<file path="src/rtl/carry_pipe_adder.sv">
module carry_pipe_adder #(
  parameter int WIDTH  = 16,
  parameter int GROUP  = 2,
  parameter bit SKEWED = 1'b0
) (
  input  logic             clk,
  input  logic             rst_n,
  input  logic [WIDTH-1:0] a_i,
  input  logic [WIDTH-1:0] b_i,
  output logic [WIDTH-1:0] sum_o
);

  localparam int NGRP  = (WIDTH + GROUP - 1) / GROUP;
  localparam int W0    = (GROUP < WIDTH) ? GROUP : WIDTH;

  logic [NGRP-1:0] cout;

  for (genvar i = 0; i < NGRP; i++) begin : g_grp
    localparam int LO   = i * GROUP;
    localparam int WG   = ((LO + GROUP) > WIDTH) ? (WIDTH - LO) : GROUP;
    localparam int IDLY = SKEWED ? 0 : i;
    localparam int ODLY = SKEWED ? 0 : (NGRP - 1 - i);

    logic [WG-1:0] ga, gb, s_q, s_out;
    logic          cin;
    logic [WG:0]   full;

    if (IDLY == 0) begin : g_nskew
      assign ga = a_i[LO +: WG];
      assign gb = b_i[LO +: WG];
    end else begin : g_skew
      logic [WG-1:0] ad [IDLY];
      logic [WG-1:0] bd [IDLY];
      always_ff @(posedge clk) begin
        if (!rst_n) begin
          for (int j = 0; j < IDLY; j++) begin
            ad[j] <= '0;
            bd[j] <= '0;
          end
        end else begin
          ad[0] <= a_i[LO +: WG];
          bd[0] <= b_i[LO +: WG];
          for (int j = 1; j < IDLY; j++) begin
            ad[j] <= ad[j-1];
            bd[j] <= bd[j-1];
          end
        end
      end
      assign ga = ad[IDLY-1];
      assign gb = bd[IDLY-1];
    end

    if (i == 0) begin : g_cin0
      assign cin = 1'b0;
    end else begin : g_cinq
      logic c_q;
      always_ff @(posedge clk) begin
        if (!rst_n) c_q <= 1'b0;
        else        c_q <= cout[i-1];
      end
      assign cin = c_q;
    end

    assign full    = {1'b0, ga} + {1'b0, gb} + {{WG{1'b0}}, cin};
    assign cout[i] = full[WG];

    always_ff @(posedge clk) begin
      if (!rst_n) s_q <= '0;
      else        s_q <= full[WG-1:0];
    end

    if (ODLY == 0) begin : g_nalign
      assign s_out = s_q;
    end else begin : g_align
      logic [WG-1:0] sd [ODLY];
      always_ff @(posedge clk) begin
        if (!rst_n) begin
          for (int j = 0; j < ODLY; j++) sd[j] <= '0;
        end else begin
          sd[0] <= s_q;
          for (int j = 1; j < ODLY; j++) sd[j] <= sd[j-1];
        end
      end
      assign s_out = sd[ODLY-1];
    end

    assign sum_o[LO +: WG] = s_out;
  end

  AST_RESET_CLEAR: assert property (@(posedge clk) !rst_n |=> sum_o == '0);

  if (!SKEWED) begin : g_chk_aligned
    logic [WIDTH:0] ref_q [NGRP];
    always_ff @(posedge clk) begin
      if (!rst_n) begin
        for (int j = 0; j < NGRP; j++) ref_q[j] <= '0;
      end else begin
        ref_q[0] <= {1'b0, a_i} + {1'b0, b_i};
        for (int j = 1; j < NGRP; j++) ref_q[j] <= ref_q[j-1];
      end
    end
    AST_ALIGNED_SUM: assert property (@(posedge clk) disable iff (!rst_n)
      sum_o == ref_q[NGRP-1][WIDTH-1:0]);
    AST_CARRY_DROPPED: assert property (@(posedge clk) disable iff (!rst_n)
      ref_q[NGRP-1][WIDTH] |-> ({1'b1, sum_o} == ref_q[NGRP-1]));
  end else begin : g_chk_skewed
    AST_SKEW_GROUP0: assert property (@(posedge clk) disable iff (!rst_n)
      $past(rst_n) |-> sum_o[W0-1:0] == $past(a_i[W0-1:0] + b_i[W0-1:0]));
  end

endmodule

</file>
<file path="config.mk">
export PLATFORM = sky130hd
export DESIGN_NAME = carry_pipe_adder
export DESIGN_NICKNAME = d
export VERILOG_FILES = /design/src/rtl/carry_pipe_adder.sv
export SDC_FILE = /design/constraint.sdc
export NUM_CORES = 1
export LEC_CHECK = 0
export BUFFER_PORTS_ARGS = -buffer_cell sky130_fd_sc_hd__clkbuf_2
export CORE_MARGIN = 3
export CORE_UTILIZATION = 60
export DETAILED_ROUTE_END_ITERATION = 6
export PLACE_DENSITY = 0.8
export SLEW_MARGIN = 20
export SYNTH_ARGS = -nofsm -noshare
export SYNTH_HDL_FRONTEND = slang
export SYNTH_SLANG_ARGS = --single-unit
</file>
<file path="constraint.sdc">
create_clock -name clk -period 4.55 [get_ports clk]
set_input_delay 0.2275 -clock clk [delete_from_list [all_inputs] [get_ports clk]]
set_output_delay 0.2275 -clock clk [all_outputs]
set_load 0.05 [all_outputs]
</file>
Word level (Yosys, flattened, before mapping)
Memory sizes are Yosys's and may differ from the RTL's.
Cells that the tools add are included.
{"block": "classes", "n_reduce_logical": 3, "addsub": 15, "bitwise_logic": 81, "n_mux": 89}
{"operator": "2-bit 2-to-1 mux", "n": 84}
{"operator": "1-bit OR", "n": 81}
{"operator": "2-bit by 2-bit adder with 3-bit output", "n": 7}
{"operator": "3-bit by 1-bit adder with 3-bit output", "n": 6}
{"operator": "2-bit OR reduction", "n": 3}
{"operator": "1-bit 2-to-1 mux", "n": 5}
{"operator": "2-bit by 1-bit adder with 2-bit output", "n": 1}
{"operator": "2-bit adder", "n": 1}
{"block": "totals", "memories": 21, "ram_bits": 168, "reg_bits": 23, "out_inout_bits": 16}
{"name": "g_grp[0].g_align.sd", "depth": 7, "word_bits": 2, "read_ports": 7, "rd_ports_with_merged_regs": 0, "wr": 7, "line": "75", "rtl": "logic [WG-1:0] sd [ODLY];"}
{"name": "g_grp[7].g_skew.ad", "depth": 7, "word_bits": 2, "read_ports": 7, "rd_ports_with_merged_regs": 0, "wr": 7, "line": "32", "rtl": "logic [WG-1:0] ad [IDLY];"}
{"name": "g_grp[7].g_skew.bd", "depth": 7, "word_bits": 2, "read_ports": 7, "rd_ports_with_merged_regs": 0, "wr": 7, "line": "33", "rtl": "logic [WG-1:0] bd [IDLY];"}
{"name": "g_grp[1].g_align.sd", "depth": 6, "word_bits": 2, "read_ports": 6, "rd_ports_with_merged_regs": 0, "wr": 6, "line": "75"}
{"name": "g_grp[6].g_skew.ad", "depth": 6, "word_bits": 2, "read_ports": 6, "rd_ports_with_merged_regs": 0, "wr": 6, "line": "32"}
{"name": "g_grp[6].g_skew.bd", "depth": 6, "word_bits": 2, "read_ports": 6, "rd_ports_with_merged_regs": 0, "wr": 6, "line": "33"}
{"name": "15 more memories"}

Logic depth before layout (Yosys ltp)
Gate-level depths: netlist of run 1.
{"block": "depth", "depth_word": 3, "ltp_mapped": 4}

Least setup slack after synthesis of run 1
Ideal clock, no wire load.
{"block": "synth_timing", "kind": "register to register", "from": "reg g_grp[3].g_cinq.c_q", "to": "reg g_grp[3].s_q[1]", "arrival_time_ps": 1339, "stages_incl_launch_ff": 5, "path_buffers": 0, "setup_time_ps": 114, "setup_slack_ps": 3098, "path_cell_list": "dfxtp_1 inv_1 fa_1 fa_1 nor2b_1"}
{"block": "synth_between", "elab_chain_len": 1}
{"item": "from (decl)", "line": "56", "rtl": "logic c_q;"}
{"item": "from (signal assigned)", "line": "59", "rtl": "else c_q <= cout[i-1];"}
{"item": "3-bit by 1-bit adder with 3-bit output", "line": "64", "rtl": "assign full = {1'b0, ga} + {1'b0, gb} + {{WG{1'b0}}, cin};"}
{"item": "to (signal assigned)", "line": "69", "rtl": "else s_q <= full[WG-1:0];"}
{"item": "to (decl)", "line": "24", "rtl": "logic [WG-1:0] ga, gb, s_q, s_out;"}
Every way passes these cells.
A chain may end at the register's enable or synchronous reset.

Final worst setup path of run 1
Ends and elaborated chain as after synthesis.

==> impl_metrics.env, run 1 <==
export IMPL_max_freq_mhz=652
export IMPL_dieArea_mm2=0.0106
export IMPL_die_width_um=103
export IMPL_grt_max_degree=118
export IMPL_cp_num_buf_inv=1
export IMPL_min_period_ps=1530
export IMPL_nets=580
export IMPL_worstPathMaxFanout=1
export IMPL_die_y_um=103
export IMPL_coreArea_mm2=0.00889
export IMPL_wl_per_cell_um=11.2
export IMPL_r2r_start="g_grp[3].cin"
export IMPL_outcome="finished clean"
export IMPL_rrSetupSlack_ps=3020
export IMPL_drv_slew=0
export IMPL_placed_cells=592
export IMPL_hold_class="primary input to flip-flop"
export IMPL_syn_nets=510
export IMPL_portBuffers=49
export IMPL_hold_viol_final=0
export IMPL_leakage_nw=2.80
export IMPL_area_growth_pct=19.7
export IMPL_clock_path_buffers=2
export IMPL_antenna_found_initial=0
export IMPL_grt_use_total_pct=15.7
export IMPL_hold_end="g_grp[0].s_q[0]"
export IMPL_synthesis_area_mm2=0.00562
export IMPL_drt_first_iter_violations=79
export IMPL_cts_root_buf="clkbuf_8"
export IMPL_postSynthCellCount=461
export IMPL_powerDensity_mw_per_mm2=483
export IMPL_drt_wl_total_um=7270
export IMPL_slowest_stage="fa_1"
export IMPL_viasPerCell=4.42
export IMPL_arrival_ps=1950
export IMPL_drc=0
export IMPL_yosysWarningCount=0
export IMPL_cts_setup_buffers=0
export IMPL_max_stage_delay_ps=550
export IMPL_critPathLaunchType="flip-flop"
export IMPL_crit_path_end_kind="flip-flop"
export IMPL_pwr_share_comb_pct=3.0
export IMPL_p_sw_mw=0.647
export IMPL_pwr_share_clk_pct=43.9
export IMPL_ios=50
export IMPL_cts_tree="done"
export IMPL_irDropWorstVdd_uv=299
export IMPL_hold_depth=3
export IMPL_cap_viol_max_count=0
export IMPL_dp_hpwl_um=3790
export IMPL_grt_overflow=0
export IMPL_pwr_share_seq_pct=53.1
export IMPL_grt_pass1_wl_um=12300
export IMPL_reg2reg_to="g_grp[3].s_q[1]"
export IMPL_switching_share_pct=19.9
export IMPL_synth_seq_cells=191
export IMPL_dr_total_vias=2882
export IMPL_clock_skew_ps=9.28
export IMPL_rsz0062_at_grt="no"
export IMPL_syn_area_per_cell_um2=12.2
export IMPL_htree_num_levels=4
export IMPL_fin_crit_sh_pct=33.7
export IMPL_initial_core_util_pct=63.2
export IMPL_max_slew_margin_rel_pct=51.3
export IMPL_critPathKind="flip-flop to flip-flop"
export IMPL_cp_cell_sequence="inv_1 -> fa_1 -> fa_1 -> nor2b_1"
export IMPL_tightest_slew_ps=731
export IMPL_cts_inserted_buffers=17
export IMPL_critPathMostFrequentCell="fa_1"
export IMPL_rows=34
export IMPL_gp_congestion=0.692
export IMPL_synth_seq_area_share_pct=68.0
export IMPL_crit_required_ps=4960
export IMPL_critPathTopFamily="adder cells"
export IMPL_clkSinkCount=191
export IMPL_cp_num_cells=4
export IMPL_intPower_mw=2.61
export IMPL_design_area_mm2=0.00673
export IMPL_holdCritStartpoint="b_i[0]"
export IMPL_worst_r2r_path_depth=4
export IMPL_grt_pass1_vias=2926
export IMPL_fin_cells=652
export IMPL_final_antenna_net_count=0
export IMPL_fin_util_pct=75.7
export IMPL_final_layout_size_suffix_gt1_share_pct=14.7
export IMPL_drtPass1Iterations=4
export IMPL_synthDistinctLibCells=10
export IMPL_place_area_mm2=0.00586
export IMPL_clock_latency_ps=520
export IMPL_final_setup_viol_count=0
export IMPL_clk_pin_slew_ps=70
export IMPL_diodes=0
export IMPL_setup_tns_final_ps=0
[power groups by stage]
stage          Sequential [mW]  Combinational, mW  Clock (mW)
2_1_floorplan             1.76             0.0578           0
3_3_place_gp              1.76             0.0743           0
3_5_place_dp              1.76             0.0775           0
4_1_cts                   1.73             0.0979        1.46
5_1_grt                   1.73              0.111        1.53
6_report                  1.73             0.0962        1.43
[state kept, by name, indices dropped and copies added, names as in the netlist]
signal and count:
g_grp.cin 7, g_grp.g_skew.bd 56, g_grp.s_out 2, g_grp.g_align.sd 56
g_grp.g_skew.ad 56, g_grp.s_q 14
[through the flow]
stage	setup slack [ps]	hold slack, ps	power (mW)
floorplan	3100	355	1.82
global placement	2880	412	1.84
detailed placement	2880	417	1.84
CTS	3000	31.6	3.29
global route	2940	38.3	3.37
finish	3020	46.2	3.25
[worst min-delay path, delay by kind of cell]
| kind | cells | cell delay (ps) |
|---|---|---|
| adders and majority gates | 1 | 110 |
| and+or+nand+nor | 1 | 120 |
| buffers and inverters | 1 | 80 |
[worst max-delay path by stage]
stage | startpoint | end
2_1_floorplan | g_grp[3].cin | g_grp[3].s_q[1]
3_3_place_gp | rst_n | g_grp[3].g_align.sd[0][0]
3_5_place_dp | rst_n | g_grp[3].g_align.sd[0][0]
4_1_cts | g_grp[4].cin | g_grp[4].s_q[1]
5_1_grt | g_grp[4].g_skew.bd[3][0] | g_grp[4].s_q[1]
6_report | g_grp[3].cin | g_grp[3].s_q[1]
[cells by family (layout without fill, tap and decap cells)]
logic type	count (synthesis)	in the layout	share of synthesized area, %
buf+inv	63	146	5.12
simple gates	191	191	21.3
fa+ha+maj	15	15	5.21
xor+xnor	1	1	0.401
flops	191	191	68.0
[layer usage]
layer / wire [um] / up-vias / global-route usage, %
met5: 0 / - / 0
met4: 119 / 0 / 7.67
met3: 292 / 11 / 5.48
met2: 3900 / 49 / 27.7
met1: 2960 / 1334 / 16.6
li1: - / 1488 / -
[Yosys cell counts]
library cell / instances / area share [%]
buf_4: 7 / 0.93
fa_1: 14 / 5.0
xnor3_1: 1 / 0.40
buf_2: 13 / 1.2
inv_1: 36 / 2.4
clkbuf_2: 7 / 0.62
ha_1: 1 / 0.22
nor2b_1: 21 / 2.3
dfxtp_1: 191 / 68
and2_1: 170 / 19
[what timing repair did]
item	in CTS	in global routing
hold buffers	28	0
resized for setup	0	0
endpoints found under the setup margin	0	0
endpoints found under the hold margin	28	0
[cell usage in the layout (no fill, tap or decap), drive strengths merged]
cell type / Yosys / layout
and2: 170 / 170
buf: 20 / 2
bufinv: 0 / 2
clkbuf: 7 / 70
clkinv: 0 / 2
clkinvlp: 0 / 3
dfxtp: 191 / 191
dlygate4sd3: 0 / 28
fa: 14 / 14
ha: 1 / 1
inv: 36 / 39
nor2b: 21 / 21
xnor3: 1 / 1
[layout make-up]
class | instances | area, um^2
clock inverters | 10 | 126
clock buffers | 22 | 463
multi-input cells | 207 | 1510
well taps | 108 | 135
fillers | 561 | 2160
flip-flops and latches | 191 | 3820
inverters | 36 | 135
repair buffers | 78 | 536
(Power assumes the default switching activity.)
==> run 2, diff against run 1 <==
Settings changed: CORE_UTILIZATION 60 to 52, PLACE_DENSITY 0.8 to 0.74.
Clock period 4.55 ns to 1.4 ns, I/O delays scaled along.
==> run 2 against run 1 <==
Clock skew about the same. Final cell count grew 6.3%. Sequential share of layout area fell by 1.6 points. Combinational power rose to 3.8 times the previous value. Total power grew to 3.2 times the previous value. Fmax is 10% higher. Critical endpoint unchanged.
==> impl_metrics.env, run 2 (synthesis results as in run 1) <==
export IMPL_outcome="finished clean"
export IMPL_drt_wl_total_um=7090
export IMPL_hold_end="g_grp[0].s_q[1]"
export IMPL_powerDensity_mw_per_mm2=1510
export IMPL_drt_first_iter_violations=77
export IMPL_clock_skew_ps=9.06
export IMPL_pwr_share_comb_pct=3.4
export IMPL_drc=0
export IMPL_initial_core_util_pct=54.0
export IMPL_rows=37
export IMPL_switching_share_pct=21.3
export IMPL_dr_total_vias=2878
export IMPL_clkSinkCount=191
export IMPL_grt_pass1_wl_um=12100
export IMPL_dp_hpwl_um=3990
export IMPL_clock_path_buffers=2
export IMPL_worst_slack_ps=8.69
export IMPL_pre_cts_slack_ps=-44.5
export IMPL_grt_max_degree=57
export IMPL_critPathLaunchType="flip-flop"
export IMPL_pwr_share_seq_pct=53.4
export IMPL_fin_crit_sh_pct=99.4
export IMPL_clock_latency_ps=520
export IMPL_cp_num_buf_inv=1
export IMPL_cts_root_buf="clkbuf_8"
export IMPL_pwr_share_clk_pct=43.2
export IMPL_crit_required_ps=1810
export IMPL_critPathKind="flip-flop to flip-flop"
export IMPL_rrSetupSlack_ps=9
export IMPL_dieArea_mm2=0.0121
export IMPL_tightest_slew_ps=332
export IMPL_p_sw_mw=2.23
export IMPL_design_area_mm2=0.00694
export IMPL_ios=50
export IMPL_grt_use_total_pct=13.4
export IMPL_intPower_mw=8.27
export IMPL_critPathTopFamily="adder cells"
export IMPL_worstPathMaxFanout=1
export IMPL_irDropWorstVdd_uv=1020
export IMPL_rsz0062_at_grt="yes"
export IMPL_final_antenna_net_count=0
export IMPL_placed_cells=622
export IMPL_grt_overflow=0
export IMPL_holdCritStartpoint="a_i[0]"
export IMPL_cts_tree="done"
export IMPL_area_growth_pct=23.4
export IMPL_r2r_start="g_grp[3].g_skew.ad[0][4]"
export IMPL_cap_viol_max_count=0
export IMPL_crit_path_end_kind="flip-flop"
export IMPL_max_slew_margin_rel_pct=77.9
export IMPL_seq_area_mm2=0.00383
export IMPL_wl_per_cell_um=10.2
export IMPL_portBuffers=49
export IMPL_worst_r2r_path_depth=4
export IMPL_diodes=0
export IMPL_cts_inserted_buffers=17
export IMPL_hold_class="primary input to flip-flop"
export IMPL_mostFrequentLayoutCell="dfxtp_1"
export IMPL_reg2reg_to="g_grp[3].s_q[1]"
export IMPL_final_setup_viol_count=0
export IMPL_min_period_ps=1390
export IMPL_drtPass1Iterations=3
export IMPL_final_layout_size_suffix_gt1_share_pct=18.9
export IMPL_coreArea_mm2=0.0104
export IMPL_clk_pin_slew_ps=70
export IMPL_slowest_stage="fa_1"
export IMPL_viasPerCell=4.15
export IMPL_die_width_um=110
export IMPL_drv_slew=0
export IMPL_max_stage_delay_ps=490
export IMPL_cts_setup_buffers=0
export IMPL_place_area_mm2=0.00595
export IMPL_leakage_nw=2.90
export IMPL_die_y_um=110
export IMPL_antenna_found_initial=0
export IMPL_multi_input_area_mm2=0.00153
export IMPL_hold_viol_final=0
export IMPL_largestRegisters="g_grp.g_align.sd: 56 flops, g_grp.g_skew.ad: 56 flops, g_grp.g_skew.bd: 56 flops"
export IMPL_htree_num_levels=4
export IMPL_nets=593
export IMPL_hold_depth=5
export IMPL_max_freq_mhz=719
export IMPL_gp_congestion=0.689
export IMPL_fill_cells=761
export IMPL_arrival_ps=1800
export IMPL_cp_cell_sequence="inv_2 -> fa_2 -> fa_1 -> nor2b_1"
export IMPL_grt_pass1_vias=2737
export IMPL_final_cell_mix="dfxtp_1, and2_1, clkbuf_2, dlygate4sd3_1, inv_1"
export IMPL_fin_cells=693
export IMPL_fin_total_pwr_mw=10.5
## run 2: worst max path at each step
stage                                   startpoint               to  slack, ps  cells past startpoint
after global placement                g_grp[3].cin  g_grp[3].s_q[1]         -6                      4
after floorplan                       g_grp[3].cin  g_grp[3].s_q[1]          4                      4
after global routing                  g_grp[5].cin  g_grp[5].s_q[1]        -50                      4
final                     g_grp[3].g_skew.ad[0][4]  g_grp[3].s_q[1]          9                      4
after detailed placement              g_grp[3].cin  g_grp[3].s_q[1]        -40                      4
after CTS                 g_grp[3].g_skew.ad[0][4]  g_grp[3].s_q[1]         -2                      4
## run 2: final cells by class
class	count	area share, %
sequential	191	55.3
multi-input combinational	207	22.0
timing repair buffer	91	10.1
clock inverter	14	2.11
tap	136	2.45
clock buffer	18	6.17
inverter	36	1.95
## run 2: worst register-to-register path: stages, from the launching register on
cell	delay, ps
dfxtp_2	320
inv_2	40
fa_2	380
fa_1	490
nor2b_1	50
## run 2: through the flow
| stage | setup TNS (ps) | util (%) | hold WS, ps |
|---|---|---|---|
| CTS | -2.31 | 66.5 | 67.9 |
| detailed placement | -177 | 57.2 | 278 |
| global route | -96.1 | 66.6 | 147 |
| floorplan | 0 | - | 197 |
| global placement | -9.98 | 57.2 | 276 |
| finish | 0 | 66.6 | 151 |
## run 2: metal layers
layer | GRT usage [%] | part of all wire [%]
met4 | 6.77 | 2.4
met1 | 15.3 | 45
met5 | 0 | 0
met2 | 21.5 | 48
met3 | 5.77 | 4.8
## run 2: power by group through the flow
stage	clock [mW]	sequential, mW	combinational, mW
2_1_floorplan	0	5.72	0.188
3_3_place_gp	0	5.73	0.262
3_5_place_dp	0	5.73	0.272
4_1_cts	4.67	5.61	0.362
5_1_grt	4.89	5.62	0.413
6_report	4.54	5.61	0.362
## run 2: what timing repair did
item	CTS	global route
gates resized for setup	5	13
hold buffers	39	0
endpoints found under the hold margin	58	0
pin swaps	6	4
setup endpoints to repair	7	6
